--- src/rtl/dmac_pkg.sv ---
`timescale 1ns/1ps
package dmac_pkg;
  localparam int NCH = 4;
  localparam int CHW = 2;

  typedef struct packed {
    logic [1:0] kind;
    logic       dec;
    logic       auto_ld;
    logic [1:0] op;
  } mode_t;

  localparam int MW = $bits(mode_t);

  localparam logic [3:0] OFS_CMD  = 4'h8;
  localparam logic [3:0] OFS_MSK1 = 4'hA;
  localparam logic [3:0] OFS_MODE = 4'hB;
  localparam logic [3:0] OFS_FLIP = 4'hC;
  localparam logic [3:0] OFS_MCLR = 4'hD;
  localparam logic [3:0] OFS_MZRO = 4'hE;
  localparam logic [3:0] OFS_MALL = 4'hF;
endpackage

--- src/rtl/dmac_decode.sv ---
`timescale 1ns/1ps
module dmac_decode
  import dmac_pkg::*;
(
  input  logic       wr_en,
  input  logic       rd_en,
  input  logic [3:0] port_off,
  output logic [2*NCH-1:0] reg_we,
  output logic       reg_acc,
  output logic       cmd_we,
  output logic       mask1_we,
  output logic       mode_we,
  output logic       flip_clr,
  output logic       mclr,
  output logic       mzro_we,
  output logic       mall_we,
  output logic       stat_rd
);
  logic in_file;
  assign in_file = (port_off[3] == 1'b0);

  for (genvar i = 0; i < 2*NCH; i++) begin : g_we
    assign reg_we[i] = wr_en && in_file && (port_off[2:0] == 3'(i));
  end

  assign reg_acc  = (wr_en || rd_en) && in_file;
  assign cmd_we   = wr_en && port_off == OFS_CMD;
  assign mask1_we = wr_en && port_off == OFS_MSK1;
  assign mode_we  = wr_en && port_off == OFS_MODE;
  assign flip_clr = wr_en && port_off == OFS_FLIP;
  assign mclr     = wr_en && port_off == OFS_MCLR;
  assign mzro_we  = wr_en && port_off == OFS_MZRO;
  assign mall_we  = wr_en && port_off == OFS_MALL;
  assign stat_rd  = rd_en && port_off == OFS_CMD;
endmodule

--- src/rtl/dmac_chan.sv ---
`timescale 1ns/1ps
module dmac_chan
  import dmac_pkg::*;
#(
  parameter int DW = 8
) (
  input  logic          clk,
  input  logic          rst,
  input  logic          hi_sel,
  input  logic          addr_we,
  input  logic          cnt_we,
  input  logic [DW-1:0] wdata,
  input  logic          mode_we,
  input  mode_t         mode_in,
  input  logic          xfer,
  output logic [2*DW-1:0] cur_addr,
  output logic [2*DW-1:0] cur_cnt,
  output mode_t         mode_q,
  output logic          tc_hit
);
  localparam int AW = 2*DW;

  logic [AW-1:0] base_addr, base_cnt;
  logic          reload;

  assign tc_hit = xfer && (cur_cnt == '0);
  assign reload = tc_hit && mode_q.auto_ld;

  always_ff @(posedge clk) begin
    if (rst) begin
      base_addr <= '0;
      base_cnt  <= '0;
      cur_addr  <= '0;
      cur_cnt   <= '0;
      mode_q    <= '0;
    end else begin
      if (reload) begin
        cur_addr <= base_addr;
        cur_cnt  <= base_cnt;
      end else if (xfer) begin
        cur_addr <= mode_q.dec ? cur_addr - 1'b1 : cur_addr + 1'b1;
        cur_cnt  <= cur_cnt - 1'b1;
      end
      if (addr_we) begin
        if (hi_sel) begin
          base_addr[AW-1:DW] <= wdata;
          cur_addr[AW-1:DW]  <= wdata;
        end else begin
          base_addr[DW-1:0] <= wdata;
          cur_addr[DW-1:0]  <= wdata;
        end
      end
      if (cnt_we) begin
        if (hi_sel) begin
          base_cnt[AW-1:DW] <= wdata;
          cur_cnt[AW-1:DW]  <= wdata;
        end else begin
          base_cnt[DW-1:0] <= wdata;
          cur_cnt[DW-1:0]  <= wdata;
        end
      end
      if (mode_we) mode_q <= mode_in;
    end
  end
endmodule

--- src/rtl/dmac_regs.sv ---
`timescale 1ns/1ps
module dmac_regs
  import dmac_pkg::*;
#(
  parameter int DW = 8
) (
  input  logic              clk,
  input  logic              rst,
  input  logic              wr_en,
  input  logic              rd_en,
  input  logic [3:0]        port_off,
  input  logic [DW-1:0]     wr_data,
  output logic [DW-1:0]     rd_data,
  input  logic [NCH-1:0]    req_in,
  input  logic              xfer_stb,
  input  logic [CHW-1:0]    xfer_ch,
  output logic [NCH-1:0]    chan_mask,
  output logic [NCH*MW-1:0] chan_mode,
  output logic              ack_hi,
  output logic              req_hi,
  output logic              rot_prio
);
  localparam int AW = 2*DW;

  logic [2*NCH-1:0] reg_we;
  logic reg_acc, cmd_we, mask1_we, mode_we, flip_clr, mclr, mzro_we, mall_we, stat_rd;

  dmac_decode u_dec (
    .wr_en(wr_en), .rd_en(rd_en), .port_off(port_off),
    .reg_we(reg_we), .reg_acc(reg_acc), .cmd_we(cmd_we), .mask1_we(mask1_we),
    .mode_we(mode_we), .flip_clr(flip_clr), .mclr(mclr), .mzro_we(mzro_we),
    .mall_we(mall_we), .stat_rd(stat_rd)
  );

  logic           flip_q;
  logic [NCH-1:0] mask_q, tc_q, tc_hit, auto_v;
  logic [2:0]     cmd_q;
  logic [DW-1:0]  rd_q;
  logic [AW-1:0]  cur_a [NCH];
  logic [AW-1:0]  cur_c [NCH];
  logic [NCH*AW-1:0] cnt_flat, addr_flat;
  mode_t          mode_v [NCH];
  mode_t          mode_in;

  assign mode_in = mode_t'(wr_data[7:2]);

  for (genvar i = 0; i < NCH; i++) begin : g_ch
    logic xfer_ok, mwe;
    assign xfer_ok = xfer_stb && (xfer_ch == CHW'(i)) && !mask_q[i];
    assign mwe     = mode_we && (wr_data[1:0] == CHW'(i)) && (wr_data[3:2] != 2'b11);
    dmac_chan #(.DW(DW)) u_chan (
      .clk(clk), .rst(rst), .hi_sel(flip_q),
      .addr_we(reg_we[2*i]), .cnt_we(reg_we[2*i+1]), .wdata(wr_data),
      .mode_we(mwe), .mode_in(mode_in), .xfer(xfer_ok),
      .cur_addr(cur_a[i]), .cur_cnt(cur_c[i]), .mode_q(mode_v[i]), .tc_hit(tc_hit[i])
    );
    assign auto_v[i] = mode_v[i].auto_ld;
    assign chan_mode[i*MW +: MW] = mode_v[i];
    assign cnt_flat[i*AW +: AW]  = cur_c[i];
    assign addr_flat[i*AW +: AW] = cur_a[i];
  end

  logic [NCH-1:0] req_act;
  assign req_act = cmd_q[1] ? req_in : ~req_in;

  always_ff @(posedge clk) begin
    if (rst || mclr) begin
      flip_q <= 1'b0;
      mask_q <= '1;
      tc_q   <= '0;
      cmd_q  <= '0;
    end else begin
      if (flip_clr)     flip_q <= 1'b0;
      else if (reg_acc) flip_q <= ~flip_q;
      mask_q <= mask_q | (tc_hit & ~auto_v);
      if (mask1_we) mask_q[wr_data[1:0]] <= wr_data[2];
      if (mzro_we)  mask_q <= '0;
      if (mall_we)  mask_q <= wr_data[NCH-1:0];
      tc_q <= (stat_rd ? '0 : tc_q) | tc_hit;
      if (cmd_we) cmd_q <= {wr_data[7], wr_data[6], wr_data[4]};
    end
  end

  always_ff @(posedge clk) begin
    if (rst) begin
      rd_q <= '0;
    end else if (rd_en) begin
      if (!port_off[3]) begin
        logic [AW-1:0] word;
        word = port_off[0] ? cur_c[port_off[2:1]] : cur_a[port_off[2:1]];
        rd_q <= flip_q ? word[AW-1:DW] : word[DW-1:0];
      end else if (port_off == OFS_CMD) begin
        rd_q <= {req_act, tc_q};
      end else begin
        rd_q <= '0;
      end
    end
  end

  assign rd_data   = rd_q;
  assign chan_mask = mask_q;
  assign ack_hi    = cmd_q[2];
  assign req_hi    = cmd_q[1];
  assign rot_prio  = cmd_q[0];
endmodule

--- config.mk ---
export PLATFORM = sky130hd
export DESIGN_NAME = dmac_regs
export DESIGN_NICKNAME = d
export VERILOG_FILES = /design/src/rtl/dmac_pkg.sv /design/src/rtl/dmac_decode.sv /design/src/rtl/dmac_chan.sv /design/src/rtl/dmac_regs.sv
export SDC_FILE = /design/constraint.sdc
export NUM_CORES = 1
export LEC_CHECK = 0
export CAP_MARGIN = 0
export CORE_AREA = 2 2 312 160
export CTS_BUF_LIST = sky130_fd_sc_hd__clkbuf_8
export CTS_CLUSTER_DIAMETER = 60
export DETAILED_ROUTE_END_ITERATION = 8
export DIE_AREA = 0 0 314 162
export PLACE_DENSITY = 0.52
export SYNTH_ARGS = -nofsm -noshare
export SYNTH_HDL_FRONTEND = slang
export SYNTH_SLANG_ARGS = --single-unit
--- constraint.sdc ---
create_clock -name clk -period 4.8 [get_ports clk]
set_input_delay 0.72 -clock clk [delete_from_list [all_inputs] [get_ports clk]]
set_output_delay 0.72 -clock clk [all_outputs]
set_load 0.01 [all_outputs]
==> reports/qor.csv, run 1 <==
stage,metric,value,unit
floorplanning,starting density of the core,34.8,%
setup_path,CP Capture Type,register,
pwr,Comb power frac,7.2,%
floorplanning,die outline height,162,um
drt,Via Count,16200,
clock_network,Root Driver,clkbuf_8,
setup_path,Worst Path Required,5.33,ns
drt,vias per cell,5.81,
clock_network,CTS buffer count,47,
clock_network,hold_buf cts,0,
clock_network,postcts setup bufs,0,
logic_synthesis,largest cells by area after synthesis,"dfxtp_1 36%, nand2_1 9.9%, a21oi_1 8.9%",
setup_path,type of origin of the critical path,register,
pwr,worst vdd rail ir drop,0.149,mV
pwr,P_int,3790,uW
drt,Post-Route WL,63300,um
sta,Final period util,74.1,%
min_path,worst min path class,register to register,
place,PortBufs,61,
floorplanning,# IOs,62,
clock_network,Max clock buf depth,3,
pwr,Reg power frac,49.6,%
floorplanning,DIE AREA,50900,um2
logic_synthesis,net count of the mapped netlist,2180,
floorplanning,chip width,314,um
clock_network,Sink Count,300,
clock_network,htree depth,2,
logic_synthesis,Post-synth EDFFs,0,
logic_synthesis,"top cells by count, synth","439 x nand2_1, 300 x dfxtp_1, 296 x a21oi_1, 157 x nor2_1, 125 x clkbuf_1",
finish,"Core Util, Final",39.2,%
clock_network,Skew-Pair Late Insertion Delay,0.62,ns
pwr,Leakage Power,0.00698,uW
place,HPWL Detailed,44800,um
logic_synthesis,synthesized cell area,16700,um2
sta,FMAX,0.281,GHz
logic_synthesis,distinct cell type count after synthesis,68,
floorplanning,Core ar.,48000,um2
global_routing,initial antenna violation count,2,
logic_synthesis,Yosys top cell area share,36.0,%
sta,clock skew,0.0408,ns
global_routing,vias in the first global route,14500,
setup_path,Crit path arrival time,4.09,ns
logic_synthesis,share of flip-flops with an asynchronous set or reset,0,%
finish,share of cells above drive strength 1,7.55,%
pwr,switching share of total power,27.1,%
clock_network,post_cts resized,0,
finish,Layout area overhead,12.8,%
global_routing,total grt overflow,0,
clock_network,clock-pin transition on the worst setup and hold timing paths,0.07,ns
logic_synthesis,Cells after Synth,2089,
sta,setup tns final,0,ns
sta,Final Hold Fails,0,
sta,Max Slew Vio Count,0,
run_status,status,finished clean,
sta,slew of the pin with the lowest slew margin,1.12,ns
clock_network,CTS tree,done,
global_routing,Total GRT Usage,24.7,%
logic_synthesis,mean post-synth cell area,7.99,um2
sta,relative slew slack,25.6,%
logic_synthesis,synthesized flop and latch total,300,
logic_synthesis,"Primary FF master, synth",dfxtp_1,
drt,DRC Markers,0,
pwr,Clock Power Share,43.2,%
finish,nets@finish,2190,
setup_path,crit path max fanout,33,
global_routing,largest net degree at the start of global routing,143,
global_routing,first-pass GRT wire length,95200,um
pwr,PD cells,276,nW/um2
drt,TritonRoute pass-1 iters,5,
logic_synthesis,"count leader, synth",nand2_1,
place,GPL Wtd Cong,0.911,
sta,Tmin final,3.56,ns
drt,drt wl/cell,22.7,um
sta,RSZ-0062 raised after global routing,no,
logic_synthesis,Synth warnings,0,
run,max-cap violations,0,
pwr,net switching power,1410,uW
floorplanning,row count,57,
sta,final setup vio count,0,
drt,initial drt markers,1637,
setup_path,WS Path Type,register to register,
logic_synthesis,Yosys top cell by area,dfxtp_1,
drt,Post-DRT Antenna Nets,0,
logic_synthesis,"Seq/Total Area, Yosys",36.0,%
placed cells by master, fill, tap and decap left out, types with 7 or more instances in the layout:
| master | instances |
|---|---|
| o21bai_1 | 11 |
| nand2_1 | 439 |
| mux2i_1 | 21 |
| clkdlybuf4s50_1 | 58 |
| or3_1 | 13 |
| xor2_1 | 33 |
| a221oi_1 | 8 |
| ha_1 | 64 |
| o21ai_0 | 53 |
| xnor2_1 | 74 |
| o22ai_1 | 7 |
| o21a_1 | 8 |
| inv_1 | 35 |
| clkbuf_8 | 61 |
| dfxtp_1 | 300 |
| nor2b_1 | 15 |
| o211ai_1 | 113 |
| nor3_1 | 45 |
| or4_1 | 7 |
| a21o_1 | 19 |
| nand3_1 | 40 |
| nor4_1 | 14 |
| a21oi_1 | 296 |
| a311oi_1 | 12 |
| a31oi_1 | 9 |
| buf_4 | 34 |
| nor2_1 | 157 |
| a211oi_1 | 43 |
| mux4_2 | 40 |
flip-flops by register name, summed over array words and instances (netlist names), 3 cells and up:
name                   cells
g_ch.u_chan.cur_cnt       64
tc_q                       4
g_ch.u_chan.cur_addr      64
cmd_q                      3
chan_mask                  4
g_ch.u_chan.mode_q        24
rd_data                    8
g_ch.u_chan.base_addr     64
g_ch.u_chan.base_cnt      64
cells by family (layout without fill, tap and decap cells):
kind of cell / Yosys count / count (layout) / synth area share (%)
other: 0 / 2 / 0
adders and majority gates: 68 / 68 / 5.28
muxes: 62 / 62 / 6.72
DFF: 300 / 300 / 36.0
xor gates and xnor gates: 107 / 107 / 5.62
and+or+nand+nor: 785 / 785 / 20.3
AOI/OAI and AO/OA: 611 / 611 / 22.5
buffers and inverters: 156 / 200 / 3.61
final timing paths:
path                                                  start                           to  slack, ns  cells past startpoint
worst max register to register    g_ch[2].u_chan.cur_cnt[4]    g_ch[2].u_chan.cur_cnt[1]       1.24                      8
worst min-delay path            g_ch[1].u_chan.base_addr[0]  g_ch[1].u_chan.base_addr[0]       0.45                      2
worst max-delay path              g_ch[2].u_chan.cur_cnt[4]    g_ch[2].u_chan.cur_cnt[1]       1.24                      8
worst min register to register  g_ch[1].u_chan.base_addr[0]  g_ch[1].u_chan.base_addr[0]       0.45                      2
power by group through the flow:
stage	combinational (uW)	sequential, uW	clock, uW
after detailed placement	369	2630	0
after global placement	365	2630	0
after floorplan	240	2600	0
after global routing	403	2580	2400
after CTS	370	2570	2270
final	376	2580	2240
per-layer routing:
metal / track usage, % / vias up / wire length [um]
li1: - / 7547 / -
met1: 40.0 / 7700 / 32000
met2: 31.1 / 815 / 22900
met3: 6.64 / 102 / 7090
met4: 5.55 / 0 / 1300
met5: 0 / - / 0
stage by stage:
step           setup slack, ns  std cells  total power (uW)  area, um2  hold slack (ns)
6_report                  1.24       2784              5190      18800            0.452
5_1_grt                   1.02       2782              5380      18800            0.466
4_1_cts                   1.27       2782              5210      18800            0.453
3_5_place_dp             0.719       2699              3000      17900            0.445
3_3_place_gp             0.820       2699              2990      17900            0.438
2_1_floorplan             1.66       2089              2840      16700            0.431
critical path, cell delays in order, from the launching register on:
cell,delay (ns)
dfxtp_1,0.36
or4_4,0.57
or4_1,0.56
or4_4,0.51
or3_1,0.66
buf_4,0.38
o211ai_1,0.15
o211ai_1,0.11
a21oi_1,0.17
area by class of cell:
cell class,count,area [um2]
inverters,20,75.1
well taps,649,812
flip-flops and latches,300,6010
multi-input cells,1633,10100
clock inverters,22,90.1
diodes,2,5.00
fillers,4906,29200
repair buffers,97,901
clock buffers,61,840
Note: power is estimated with default switching activity, not from simulation.
==> run 2: changes to the inputs <==
- PLACE_DENSITY: 0.52 -> 0.54
- clock period: 4.8 -> 2.9 ns (I/O delays scaled with it)
==> run 2 against run 1 <==
Routed wire length is 0.76% higher. Register-to-register slack worse by 1.1 ns. Global-route usage down 0.089 points. Count of clock-buffer cells in the layout is 2 lower. Clock power up 67%. Core utilization increased by 1.9 points. Design area grew 4.9%. Sequential power grew 65%. Clock skew down 0.0046 ns. Combinational power is 85% higher. Worst hold slack worse by 0.17 ns. Largest power group unchanged. Highest routed layer is now met5. Sequential share of layout area down 1.5 points.
==> reports/qor.csv, run 2 (synthesis results as in run 1) <==
stage,metric,value,unit
run_status,status,finished clean,
setup_path,WS Path Type,register to register,
sta,Tmin final,2.81,ns
clock_network,Max clock buf depth,3,
setup_path,crit path max fanout,13,
place,GPL Wtd Cong,0.954,
place,Placed Area,18700,um2
drt,initial drt markers,2128,
finish,share of cells above drive strength 1,12.4,%
setup_path,R2R depth,8,
clock_network,Root Driver,clkbuf_8,
finish,most frequent cells in the layout,"439 x nand2_1, 297 x dfxtp_1, 295 x a21oi_1, 157 x nor2_1, 130 x buf_4",
setup_path,WP depth,8,
finish,Layout area overhead,18.3,%
finish,antenna fix cells,0,
floorplanning,die outline height,162,um
setup_path,worst r2r dst,g_ch[2].u_chan.cur_addr[11],
clock_network,CTS buffer count,49,
sta,relative slew slack,52.1,%
floorplanning,row count,57,
finish,final instance area,19700,um2
setup_path,Crit path arrival time,3.27,ns
drt,Post-DRT Antenna Nets,0,
finish,nets@finish,2295,
sta,RSZ-0062 raised after global routing,no,
drt,Via Count,16400,
finish,Filler cells,4789,
clock_network,Skew-Pair Late Insertion Delay,0.62,ns
floorplanning,# IOs,62,
sta,slew of the pin with the lowest slew margin,0.719,ns
drt,drt wl/cell,22.1,um
drt,TritonRoute pass-1 iters,7,
setup_path,Reg2Reg Setup Slack,0.09,ns
place,HPWL Detailed,46900,um
setup_path,Slowest cell on crit path,or4_4,
drt,DRC Markers,0,
setup_path,crit-path cells,or4_4 > or4_4 > or4_4 > or3_4 > buf_4 > o22ai_1 > a311o_1 > a21oi_1,
finish,"commonest non-fill, non-tap cell in the layout",nand2_1,
setup_path,CP dominant cell by count,or4_4,
setup_path,start point of the critical path,g_ch[2].u_chan.cur_cnt[5],
setup_path,Worst Path Required,3.36,ns
pwr,PD cells,439,nW/um2
sta,clock skew,0.0363,ns
floorplanning,starting density of the core,34.8,%
clock_network,clock-pin transition on the worst setup and hold timing paths,0.07,ns
pwr,Leakage Power,0.00752,uW
sta,FMAX,0.356,GHz
sta,Final Hold Fails,0,
global_routing,Total GRT Usage,24.6,%
global_routing,vias in the first global route,14600,
sta,Max Slew Vio Count,0,
setup_path,"CP delay by family, top",simple AND/OR/NAND/NOR gates,
floorplanning,DIE AREA,50900,um2
drt,vias per cell,5.70,
clock_network,CTS tree,done,
sta,Final period util,96.8,%
sta,post-route worst setup slack,0.0917,ns
clock_network,Sink Count,300,
setup_path,CP Capture Point,g_ch[2].u_chan.cur_addr[11],
setup_path,Worst path max stage delay,0.55,ns
setup_path,Worst Path Buf+Inv,1,
floorplanning,Core ar.,48000,um2
min_path,worst min path class,input pin to register,
drt,Post-Route WL,63800,um
pwr,worst vdd rail ir drop,0.286,mV
setup_path,CP Capture Type,register,
clock_network,htree depth,2,
global_routing,total grt overflow,0,
setup_path,Critical R2R Launch,g_ch[2].u_chan.cur_cnt[5],
place,PortBufs,61,
setup_path,type of origin of the critical path,register,
run,max-cap violations,0,
global_routing,largest net degree at the start of global routing,101,
floorplanning,chip width,314,um
global_routing,first-pass GRT wire length,94800,um
global_routing,initial antenna violation count,9,
place,Place WS,-0.00598,ns
sta,final setup vio count,0,
run 2: per-layer routing:
layer  part of all wire, %  wire, um  track usage (%)  vias to the layer above
met3                    12      7420             6.28                       91
li1                      -         -                -                     7744
met1                    50     31800             39.8                     7783
met4                   1.6      1040             4.31                        2
met2                    37     23600             31.8                      822
met5                 0.014         9                0                        -
run 2: worst register-to-register path, stage by stage, from the launching register on:
cell     delay, ns
dfxtp_2       0.32
or4_4         0.55
or4_4         0.44
or4_4         0.43
or3_4         0.39
buf_4         0.21
o22ai_1       0.13
a311o_1       0.13
a21oi_1       0.06
run 2: where the power goes:
part	total [uW]	internal [uW]	leakage (uW)	switching, uW
Clock	3730	1910	0.000543	1820
Sequential	4250	4170	0.00242	73.9
Combinational	694	263	0.00455	431
Total	8670	6350	0.00752	2330
run 2: through the flow:
stage	cells	setup TNS, ns	util, %	hold slack [ns]	power, uW
after floorplan	2089	-0.00910	-	0.431	4700
after global placement	2802	-0.0377	39.1	0.439	5010
after detailed placement	2802	-0.00598	39.1	0.446	5010
after CTS	2884	0	41.0	0.309	8710
after global routing	2884	0	41.1	0.342	8970
final	2884	0	41.1	0.281	8670
run 2: area by class of cell:
| cell class | count | area, um2 | area share [%] |
|---|---|---|---|
| Multi-Input combinational cell | 1633 | 10200 | 51.5 |
| Timing Repair Buffer | 200 | 1750 | 8.88 |
| Clock buffer | 59 | 812 | 4.11 |
| Tap cell | 649 | 812 | 4.11 |
| Clock inverter | 23 | 123 | 0.621 |
| Sequential cell | 300 | 6010 | 30.4 |
| Inverter | 20 | 75.1 | 0.380 |
run 2: what timing repair did:
item	in CTS	in global routing
hold endpoints to repair	0	0
setup endpoints to repair	0	55
setup buffers	0	0
resized for setup	0	14
hold buffers	0	0
run 2: worst min path at each step:
stage	start	endpoint	cells past startpoint
2_1_floorplan	g_ch[2].u_chan.base_addr[14]	g_ch[2].u_chan.base_addr[14]	2
3_3_place_gp	g_ch[3].u_chan.base_addr[14]	g_ch[3].u_chan.base_addr[14]	2
3_5_place_dp	g_ch[1].u_chan.base_addr[11]	g_ch[1].u_chan.base_addr[11]	2
4_1_cts	rst	g_ch[0].u_chan.mode_q[3]	2
5_1_grt	rst	g_ch[1].u_chan.base_addr[14]	2
6_report	rst	g_ch[1].u_chan.base_addr[14]	2
